===== config.mk =====
export PLATFORM = sky130hd
export DESIGN_NAME = wdc_line_compactor
export DESIGN_NICKNAME = d
export VERILOG_FILES = /design/src/rtl/wdc_pkg.sv /design/src/rtl/wdc_squeeze_stage.sv /design/src/rtl/wdc_spread_stage.sv /design/src/rtl/wdc_half_gather.sv /design/src/rtl/wdc_half_scatter.sv /design/src/rtl/wdc_line_compactor.sv
export SDC_FILE = /design/constraint.sdc
export NUM_CORES = 2
export LEC_CHECK = 0
export ABC_AREA = 1
export BUFFER_PORTS_ARGS = -buffer_cell sky130_fd_sc_hd__buf_2
export CAP_MARGIN = 20
export CORE_AREA = 2 2 610 612
export DETAILED_ROUTE_END_ITERATION = 8
export DIE_AREA = 0 0 612 614
export GPL_TIMING_DRIVEN = 0
export MAX_ROUTING_LAYER = met4
export PLACE_DENSITY = 0.34
export SYNTH_ARGS = -nofsm -noshare
export SYNTH_HDL_FRONTEND = slang
export SYNTH_SLANG_ARGS = --single-unit

===== constraint.sdc =====
create_clock -name clk -period 1.45 [get_ports clk]
set_input_delay 0.29 -clock clk [delete_from_list [all_inputs] [get_ports clk]]
set_output_delay 0.29 -clock clk [all_outputs]
set_load 0.005 [all_outputs]

===== src/rtl/wdc_pkg.sv =====
package wdc_pkg;
    typedef enum logic {
        MODE_DIRECT = 1'b0,
        MODE_PAIRED = 1'b1
    } wdc_mode_e;
endpackage


===== src/rtl/wdc_squeeze_stage.sv =====
// One removal step: drops the lowest flagged word and slides the rest down.
module wdc_squeeze_stage #(
    parameter int WORDS  = 8,
    parameter int WORD_W = 32
) (
    input  logic [WORDS*WORD_W-1:0] data_i,
    input  logic [WORDS-1:0]        hole_i,
    output logic [WORDS*WORD_W-1:0] data_o,
    output logic [WORDS-1:0]        hole_o
);
    logic [WORDS-1:0]        first_hole;
    logic [WORDS-1:0]        keep;
    logic [WORDS*WORD_W-1:0] down_data;
    logic [WORDS-1:0]        down_hole;

    assign first_hole = hole_i & (~hole_i + 1'b1);
    assign keep       = first_hole - 1'b1;   // all ones when nothing to drop
    assign down_data  = data_i >> WORD_W;
    assign down_hole  = hole_i >> 1;

    always_comb begin
        for (int i = 0; i < WORDS; i++) begin
            if (keep[i]) begin
                data_o[i*WORD_W +: WORD_W] = data_i[i*WORD_W +: WORD_W];
                hole_o[i]                  = hole_i[i];
            end else begin
                data_o[i*WORD_W +: WORD_W] = down_data[i*WORD_W +: WORD_W];
                hole_o[i]                  = down_hole[i];
            end
        end
    end
endmodule


===== src/rtl/wdc_spread_stage.sv =====
// One insertion step: opens a gap at the lowest pending fault and slides the rest up.
module wdc_spread_stage #(
    parameter int WORDS  = 8,
    parameter int WORD_W = 32
) (
    input  logic [WORDS*WORD_W-1:0] data_i,
    input  logic [WORDS-1:0]        pend_i,
    output logic [WORDS*WORD_W-1:0] data_o,
    output logic [WORDS-1:0]        pend_o
);
    logic [WORDS-1:0]        gap;
    logic [WORDS-1:0]        keep;
    logic [WORDS*WORD_W-1:0] up_data;

    assign gap     = pend_i & (~pend_i + 1'b1);
    assign keep    = gap - 1'b1;
    assign up_data = data_i << WORD_W;
    assign pend_o  = pend_i & ~gap;

    always_comb begin
        for (int i = 0; i < WORDS; i++) begin
            if (keep[i])
                data_o[i*WORD_W +: WORD_W] = data_i[i*WORD_W +: WORD_W];
            else if (gap[i])
                data_o[i*WORD_W +: WORD_W] = '0;
            else
                data_o[i*WORD_W +: WORD_W] = up_data[i*WORD_W +: WORD_W];
        end
    end
endmodule


===== src/rtl/wdc_half_gather.sv =====
// Read side for one physical line: WORDS/2 squeeze stages in a chain.
module wdc_half_gather #(
    parameter int WORDS  = 8,
    parameter int WORD_W = 32
) (
    input  logic [WORDS*WORD_W-1:0]     line_i,
    input  logic [WORDS-1:0]            mask_i,
    output logic [(WORDS/2)*WORD_W-1:0] half_o
);
    localparam int HALF   = WORDS / 2;
    localparam int HALF_W = HALF * WORD_W;

    logic [WORDS*WORD_W-1:0] d_s [HALF+1];
    logic [WORDS-1:0]        h_s [HALF+1];

    assign d_s[0] = line_i;
    assign h_s[0] = mask_i;

    for (genvar g = 0; g < HALF; g++) begin : g_stage
        wdc_squeeze_stage #(.WORDS(WORDS), .WORD_W(WORD_W)) u_sq (
            .data_i (d_s[g]),
            .hole_i (h_s[g]),
            .data_o (d_s[g+1]),
            .hole_o (h_s[g+1])
        );
    end

    assign half_o = d_s[HALF][HALF_W-1:0];
endmodule


===== src/rtl/wdc_half_scatter.sv =====
// Write side for one physical line: WORDS/2 insertion stages plus enables.
module wdc_half_scatter #(
    parameter int WORDS  = 8,
    parameter int WORD_W = 32
) (
    input  logic [(WORDS/2)*WORD_W-1:0] half_i,
    input  logic [WORDS-1:0]            mask_i,
    output logic [WORDS*WORD_W-1:0]     line_o,
    output logic [WORDS-1:0]            we_o
);
    localparam int HALF  = WORDS / 2;
    localparam int CNT_W = $clog2(WORDS + 1);

    logic [WORDS*WORD_W-1:0] d_s [HALF+1];
    logic [WORDS-1:0]        p_s [HALF+1];

    assign d_s[0] = {{((WORDS-HALF)*WORD_W){1'b0}}, half_i};
    assign p_s[0] = mask_i;

    for (genvar g = 0; g < HALF; g++) begin : g_stage
        wdc_spread_stage #(.WORDS(WORDS), .WORD_W(WORD_W)) u_sp (
            .data_i (d_s[g]),
            .pend_i (p_s[g]),
            .data_o (d_s[g+1]),
            .pend_o (p_s[g+1])
        );
    end

    assign line_o = d_s[HALF];

    // Enable only the first HALF healthy slots.
    always_comb begin
        logic [CNT_W-1:0] seen;
        seen = '0;
        for (int i = 0; i < WORDS; i++) begin
            we_o[i] = !mask_i[i] && (int'(seen) < HALF);
            if (!mask_i[i]) seen = seen + 1'b1;
        end
    end
endmodule


===== src/rtl/wdc_line_compactor.sv =====
module wdc_line_compactor
    import wdc_pkg::*;
#(
    parameter int WORDS  = 8,
    parameter int WORD_W = 32
) (
    input  logic                    clk,
    input  logic                    rst_n,
    input  logic                    paired_i,
    input  logic [WORDS-1:0]        mask_a_i,
    input  logic [WORDS-1:0]        mask_b_i,
    input  logic                    rd_vld_i,
    input  logic [WORDS*WORD_W-1:0] rd_a_i,
    input  logic [WORDS*WORD_W-1:0] rd_b_i,
    input  logic                    wr_vld_i,
    input  logic [WORDS*WORD_W-1:0] wr_line_i,
    output logic                    rd_vld_o,
    output logic                    rd_ok_o,
    output logic                    rd_err_o,
    output logic [WORDS*WORD_W-1:0] rd_line_o,
    output logic                    wr_vld_o,
    output logic                    wr_err_o,
    output logic [WORDS*WORD_W-1:0] wr_a_o,
    output logic [WORDS*WORD_W-1:0] wr_b_o,
    output logic [WORDS-1:0]        wr_be_a_o,
    output logic [WORDS-1:0]        wr_be_b_o
);
    localparam int HALF   = WORDS / 2;
    localparam int LINE_W = WORDS * WORD_W;
    localparam int HALF_W = HALF * WORD_W;

    wdc_mode_e mode;
    assign mode = wdc_mode_e'(paired_i);

    logic over_a, over_b, too_many;
    assign over_a   = $countones(mask_a_i) > HALF;
    assign over_b   = $countones(mask_b_i) > HALF;
    assign too_many = (mode == MODE_PAIRED) && (over_a || over_b);

    // ---------------- read gather ----------------
    logic [HALF_W-1:0] lo_half, hi_half;

    wdc_half_gather #(.WORDS(WORDS), .WORD_W(WORD_W)) u_gather_a (
        .line_i (rd_a_i), .mask_i (mask_a_i), .half_o (lo_half)
    );
    wdc_half_gather #(.WORDS(WORDS), .WORD_W(WORD_W)) u_gather_b (
        .line_i (rd_b_i), .mask_i (mask_b_i), .half_o (hi_half)
    );

    logic [LINE_W-1:0] rd_line_d;
    always_comb begin
        unique case (mode)
            MODE_DIRECT: rd_line_d = rd_a_i;
            MODE_PAIRED: rd_line_d = too_many ? '0 : {hi_half, lo_half};
            default:     rd_line_d = '0;
        endcase
    end

    // ---------------- write scatter ----------------
    logic [LINE_W-1:0] sc_a, sc_b;
    logic [WORDS-1:0]  we_a, we_b;

    wdc_half_scatter #(.WORDS(WORDS), .WORD_W(WORD_W)) u_scatter_a (
        .half_i (wr_line_i[HALF_W-1:0]), .mask_i (mask_a_i),
        .line_o (sc_a), .we_o (we_a)
    );
    wdc_half_scatter #(.WORDS(WORDS), .WORD_W(WORD_W)) u_scatter_b (
        .half_i (wr_line_i[LINE_W-1:HALF_W]), .mask_i (mask_b_i),
        .line_o (sc_b), .we_o (we_b)
    );

    logic [LINE_W-1:0] wr_a_d, wr_b_d;
    logic [WORDS-1:0]  be_a_d, be_b_d;
    always_comb begin
        unique case (mode)
            MODE_DIRECT: begin
                wr_a_d = wr_line_i;
                wr_b_d = '0;
                be_a_d = '1;
                be_b_d = '0;
            end
            MODE_PAIRED: begin
                wr_a_d = sc_a;
                wr_b_d = sc_b;
                be_a_d = too_many ? '0 : we_a;
                be_b_d = too_many ? '0 : we_b;
            end
            default: begin
                wr_a_d = '0;
                wr_b_d = '0;
                be_a_d = '0;
                be_b_d = '0;
            end
        endcase
    end

    // ---------------- output registers (one cycle) ----------------
    logic rd_vld_q, rd_err_q;

    always_ff @(posedge clk or negedge rst_n) begin
        if (!rst_n) begin
            rd_vld_q  <= 1'b0;
            rd_err_q  <= 1'b0;
            rd_line_o <= '0;
        end else begin
            rd_vld_q <= rd_vld_i;
            if (rd_vld_i) begin
                rd_err_q  <= too_many;
                rd_line_o <= rd_line_d;
            end
        end
    end

    assign rd_vld_o = rd_vld_q;
    assign rd_err_o = rd_vld_q & rd_err_q;
    assign rd_ok_o  = rd_vld_q & ~rd_err_q;

    always_ff @(posedge clk or negedge rst_n) begin
        if (!rst_n) begin
            wr_vld_o  <= 1'b0;
            wr_err_o  <= 1'b0;
            wr_a_o    <= '0;
            wr_b_o    <= '0;
            wr_be_a_o <= '0;
            wr_be_b_o <= '0;
        end else begin
            wr_vld_o  <= wr_vld_i;
            wr_err_o  <= wr_vld_i & too_many;
            wr_be_a_o <= wr_vld_i ? be_a_d : '0;
            wr_be_b_o <= wr_vld_i ? be_b_d : '0;
            if (wr_vld_i) begin
                wr_a_o <= wr_a_d;
                wr_b_o <= wr_b_d;
            end
        end
    end

    // ---------------- assertions ----------------

    rd_latency_chk: assert property (@(posedge clk) disable iff (!rst_n)
        rd_vld_o |-> $past(rd_vld_i));


    direct_no_err_chk: assert property (@(posedge clk) disable iff (!rst_n)
        (rd_vld_o && !$past(paired_i)) |-> !rd_err_o);


    wr_skip_fault_chk: assert property (@(posedge clk) disable iff (!rst_n)
        (wr_vld_o && $past(paired_i)) |->
            (((wr_be_a_o & $past(mask_a_i)) == '0) && ((wr_be_b_o & $past(mask_b_i)) == '0)));


    wr_half_count_chk: assert property (@(posedge clk) disable iff (!rst_n)
        (wr_vld_o && $past(paired_i) && !wr_err_o) |->
            ($countones(wr_be_a_o) == HALF && $countones(wr_be_b_o) == HALF));
endmodule


; Word level (Yosys, flattened, before mapping)
; Index checks and enable logic that the tools add are counted.
[op_classes]
addsub = 54
magnitude_cmp = 16
n_mux = 204
n_bitwise = 45
reduce_logical = 32
[op_table]
columns = operator, n
row1 = $mux W32, 140
row2 = $pmux W256 S2, 3
row3 = $mux W256, 1
row4 = $and A8 B8 Y8, 18
row5 = $not A8 Y8, 18
row6 = $add A8 B1 Y8 const B, 12
row7 = $sub A8 B1 Y8 const B, 8
row8 = $add A4 B1 Y4 const B, 14
row9 = $lt A4 B3 Y1 const B, 14
row10 = $mux W4, 12
row11 = $mux W1, 42
row12 = $mux W8, 4
row13 = $pmux W8 S2, 2
row14 = $add A1 B1 Y2, 8
row15 = $logic_not A1 Y1, 16
row16 = $logic_and A1 B1 Y1, 15
row17 = $sub A7 B1 Y7 const B, 2
row18 = $add A2 B2 Y3, 4
row19 = $sub A6 B1 Y6 const B, 2
row20 = $add A3 B3 Y4, 2
row21 = $and A4 B4 Y4, 2
row22 = $gt A4 B3 Y1 const B, 2
row23 = $not A4 Y4, 2
row24 = $sub A4 B1 Y4 const B, 2
row25 = other kinds (3), 6
[totals]
register_bits = 788
in_bits = 789
out_inout_bits = 789
word_cells = 360

; Logic depth before layout (Yosys ltp)
[logic_depth]
word_depth = 22
depth_mapped = 23
depth_no_buf = 19

; Hierarchy
; From an unflattened synthesis, not the netlist that was laid out.
[unflattened]
hier_cells = 16366
area_unflattened_um2 = 89538.4
[modules_own_cells]
columns = mod, n_inst, cells_per_inst, area_per_inst_um2, seq_area_each_um2
row1 = wdc_line_compactor, 1, 4550, 36412.4, 19718.9
row2 = wdc_spread_stage, 8, 757, 3288.2, 0.0
row3 = wdc_squeeze_stage, 8, 694, 3208.1, 0.0
row4 = wdc_half_scatter, 2, 104, 578.1, 0.0

; Least setup slack after synthesis
; OpenSTA, ideal clock, no wires.
[synth_timing]
kind = input to register
start = input mask_b_i[0]
end = register rd_line_o[53]
setup_time_ns = 0.077
arrival_time_ns = 4.970
required_time_ns = 1.373
slack_ns = -3.597
stages = 21
path_buffers = 5
path_cell_list = buf_2 > inv_2 > clkbuf_1 > clkbuf_1 > fa_1 > fa_1 > fa_1 > inv_1 > ha_1 > fa_1 > o21ai_0 > o211ai_1 > nor3_1 > inv_1 > nor2_1 > inv_2 > clkbuf_1 > clkbuf_1 > nor2_1 > o21ai_0 > a21oi_1
[synth_between]
elab_chain_cells = 8
[synth_rtl]
columns = item, line
row1 = "start, declared", wdc_line_compactor.sv:11  ; input logic [WORDS-1:0] mask_b_i,
row2 = $add A1 B1 Y2 (implied by the code), wdc_line_compactor.sv:37  ; assign over_b = $countones(mask_b_i) > HALF;
row3 = $add A2 B2 Y3 (implied by the code), wdc_line_compactor.sv:37
row4 = $add A3 B3 Y4 (implied by the code), wdc_line_compactor.sv:37
row5 = $gt A4 B3 Y1, wdc_line_compactor.sv:37
row6 = $logic_or A1 B1 Y1, wdc_line_compactor.sv:38  ; assign too_many = (mode == MODE_PAIRED) && (over_a || over_b);
row7 = $logic_and A1 B1 Y1, wdc_line_compactor.sv:38
row8 = $mux W256, wdc_line_compactor.sv:54  ; MODE_PAIRED: rd_line_d = too_many ? '0 : {hi_half, lo_half};
row9 = $pmux W256 S2, wdc_line_compactor.sv:52  ; unique case (mode)
row10 = "end signal, assigned", wdc_line_compactor.sv:109  ; rd_line_o <= rd_line_d;
row11 = "end, declared", wdc_line_compactor.sv:20  ; output logic [WORDS*WORD_W-1:0] rd_line_o,
; Every way passes these cells.
; A chain may end at the register's enable or synchronous reset.

; Worst setup path in the final report
[layout_timing]
start = input mask_b_i[0]
end = register rd_line_o[176]
[layout_between]
elab_chain_cells = 22
elab_cells_between_ends = 43
cone_classes = add/sub (11) / order compare (1) / mux (21) / bitwise (8) / reduce/logical (2)
[layout_rtl]
columns = item, line
row1 = $not A8 Y8, wdc_squeeze_stage.sv:16  ; assign first_hole = hole_i & (~hole_i + 1'b1);
row2 = $add A8 B1 Y8, wdc_squeeze_stage.sv:16
row3 = $and A8 B8 Y8, wdc_squeeze_stage.sv:16
row4 = $sub A8 B1 Y8, --
row5 = $mux W1, wdc_squeeze_stage.sv:23  ; if (keep[i]) begin
row6 = $not A8 Y8, wdc_squeeze_stage.sv:16
row7 = $add A8 B1 Y8, wdc_squeeze_stage.sv:16
row8 = $and A8 B8 Y8, wdc_squeeze_stage.sv:16
row9 = (+6 left out), --
row10 = $mux W1, wdc_squeeze_stage.sv:23
row11 = $not A4 Y4, wdc_squeeze_stage.sv:16
row12 = $add A4 B1 Y4, wdc_squeeze_stage.sv:16
row13 = $and A4 B4 Y4, wdc_squeeze_stage.sv:16
row14 = $sub A4 B1 Y4, wdc_squeeze_stage.sv:17  ; assign keep = first_hole - 1'b1;
row15 = $mux W32, wdc_squeeze_stage.sv:23
row16 = $mux W256 (*), wdc_line_compactor.sv:54
row17 = $pmux W256 S2 (*), wdc_line_compactor.sv:52
; Mark *: on every way between the ends. The rest lies on a longest branch, timed or not.

==> impl_results.md <==
- HP Class: input pin to asynchronous set/reset pin
- Core area: between 300000 and 400000 um2
- Syn_nets: 9824
- Min cycle time layout: 4.42 ns
- Crit Path Max Fanout: 6
- Unrepaired setup endpoints after global routing: yes
- CTS tree: built
- Most common cell after layout, fill and taps aside: nand2_1
- First drt pass iteration count: 6
- Fmax: 226 MHz
- Post-synthesis instance total: 9004
- Pleak: 0.0392 uW
- Failing checks: hold timing, setup timing
- Non-Filler Instances: between 15000 and 20000
- Largest stage delay, worst path: between 0.8 and 0.9 ns
- Area growth syn-to-layout: 47.5%
- Pre-CTS setup slack: -5.49 ns
- 1st-iter DRT viols: between 9000 and 10000
- Hold Fails Final Rpt: around 130
- Final Cell Area: between 80000 and 90000 um2
- Yosys reg bits: between 700 and 800
- Worst-Margin Slew: 1.26 ns
- Die Y: around 610 um
- Seq pwr share: between 20% and 30%
- DR vias: ~80000
- Root Driver: clkbuf_16
- Slew margin rel.: ~16%
- Switching Fraction: 46.4%
- Pwr Density: 1210 nW/um2
- Startpoint types: input pin
- GR Overflow Total: 0
- Delay-heaviest family, CP: adder cells
- Most frequent cells in the layout: nand2_1, buf_2, o21ai_0, a21oi_1, dfrtp_1
- DRC: 0
- Die area: approximately 380000 um2
- H-tree depth: 3
- Num CTS Buffers: 113
- Ports: 1578
- Vias in the first global route: 76817
- Clock network power share: about 29%
- Setup CP Type: input pin to flip-flop
- Max_cap viols: 0
- Comb pwr share: a little over two fifths
- Worst path arrival time: roughly 5.1 ns
- Skew-Pair Late Insertion Delay: 0.80 ns
- Initial core utilization: between 10% and 20%
- Syn Area/Cell: between 6 and 7 um2
- IO buf count: 1575
- Largest net degree at the start of global routing: 98
- Die X: ~600 um
- Final cycle utilization of the critical path: 305%
- Skew final: 0 ns
- Placer congestion estimate: a little over 1
- First-pass GRT wire length: ~750000 um
- Most common flop cell mapped by yosys: dfrtp_1
- Layout cells sized above 1: approximately a quarter
- Worst setup margin: -2.97 ns
- Worst path slowest cell: o211ai_1
- Clock Path Buffers: 4
- Ys async rst share: 100%
- Worst Hold Slack: -0.626 ns
- Global Route Usage Sum: 30.4%
- Antenna Nets Post-Route: 0
- Buffers & Inverters on Critical Path: 10
- Psw: between 40000 and 50000 uW
- Nets: 12099
- Clk slew on worst S/H paths: about 0.07 ns
- Cell Int Power: approximately 55000 uW
- Sink Count: roughly 790
- Initial antenna violation count: 194
- Wire per inst: approximately 36 um
- Row Count: about 220
- Setup violators final: between 1500 and 2000
- WL final: 586000 um
- Maximum VDD drop: just over 1 mV
- Crit. End Element: flip-flop
- Placed Area: approximately 72000 um2
- Distinct cells, synth: 53
- Dpl hpwl: between 400000 and 500000 um
- Placed instance count: ~16000
- Outcome: complete, but fails checks
- Synth Cell Area: 57700 um2
- Final-report max-slew violation count: 0
- Seq/Total Area, Yosys: approximately a third
- Setup TNS: -1730.83 ns
- Worst path required time: roughly 2.1 ns
- Via density: 4.93
- YS warnings: 0
- Worst-path cell chain: buf_8 -> buf_12 -> inv_16 -> clkbuf_16 -> fa_1 -> fa_1 -> fa_1 -> inv_1 -> ha_2 -> fa_2 -> o21ai_1 -> o211ai_1 -> nor3_4 -> inv_4 -> nor2_4 -> buf_12 -> inv_12 -> clkbuf_16 -> clkbuf_16 -> nor2_2 -> o21ai_1 -> a21oi_1
- Post-synth EDFFs: 0
- Filler cell count: ~43000
-- what timing repair did --
item                                     CTS  global route
hold buffers                             484             1
buffers inserted                          16            53
gates resized for setup                  352           461
endpoints found under the setup margin  1845          1928
pin swaps                                 39            93
cloned                                     5             9
endpoints found under the hold margin    680            86
-- sequential cells by signal, indices dropped and copies added (netlist names) --
register,cells
rd_vld_o,1
rd_line_o,256
wr_be_b_o,8
wr_b_o,256
wr_a_o,256
wr_vld_o,1
wr_err_o,1
rd_err_q,1
wr_be_a_o,8
-- cell usage after synthesis, types with 45 or more instances --
library cell	n	area, um2
nand2_1	2711	10200
o21ai_0	917	4590
a21oi_1	901	4510
nor2_1	834	3130
dfrtp_1	788	19700
clkbuf_1	513	1930
nand3_1	474	2370
inv_1	427	1600
o22ai_1	250	1560
o21ai_1	229	1150
a22oi_1	215	1610
buf_2	154	771
a32o_1	75	751
o221ai_1	51	447
o211ai_1	45	338
-- metal layers --
layer / wire length (um) / track usage, % / up-vias
li1: - / - / 35121
met1: 255000 / 39.9 / 40706
met2: 246000 / 43.5 / 4312
met3: 48800 / 6.73 / 1067
met4: 36700 / 15.8 / 0
met5: 0 / - / -
-- worst register-to-register path, stage by stage, from the launching register on --
cell	delay, ns
dfrtp_1	0.61
nor2_1	0.07
a21oi_1	0.15
-- kinds of logic after synthesis --
family	count (synthesis)	share of synthesized area, %
xor+xnor	10	0.178
compound gates	2728	26.6
simple gates	4222	29.6
flops	788	34.2
fa+ha+maj	31	0.816
buf+inv	1211	8.39
mux	14	0.273
-- through the flow --
stage / utilization [%] / power [uW]
after floorplan: - / 43100
after global placement: 19.4 / 66000
after detailed placement: 19.6 / 65900
after CTS: 22.3 / 100000
after global routing: 23.0 / 106000
final: 23.0 / 103000
-- power by group through the flow --
stage / Combinational (uW) / Sequential, uW / Clock (uW)
after floorplan: 16100 / 27000 / 0
after global placement: 38200 / 27800 / 0
after detailed placement: 38200 / 27800 / 0
after CTS: 42000 / 27400 / 30800
after global routing: 46900 / 27600 / 31300
final: 45200 / 27400 / 30100
-- worst paths after layout --
path	from	end	slack [ns]	depth (start not counted)
max	mask_b_i[0]	rd_line_o[176]	-2.97	22
min	rst_n	wr_b_o[153]	-0.63	1
max reg2reg	wr_a_o[240]	wr_a_o[240]	0.53	2
min reg2reg	wr_a_o[166]	wr_a_o[166]	0.47	2
max in group asynchronous	rst_n	rd_line_o[230]	-0.68	5
min in group clk	wr_line_i[183]	wr_b_o[55]	0.03	3
-- final cells by class --
cell class | count | area (um2) | area share, %
Timing Repair Buffer | 2164 | 14200 | 16.7
Clock buffer | 154 | 3230 | 3.80
Tap cell | 4972 | 6220 | 7.31
Buffer | 729 | 3640 | 4.28
Sequential cell | 788 | 19700 | 23.2
Multi-Input combinational cell | 7005 | 35300 | 41.4
Clock inverter | 51 | 573 | 0.674
Inverter | 477 | 1850 | 2.17
Antenna cell | 144 | 360 | 0.424
Timing Repair inverter | 1 | 16.3 | 0.0191
No activity file was read; power rests on OpenSTA's default activity.
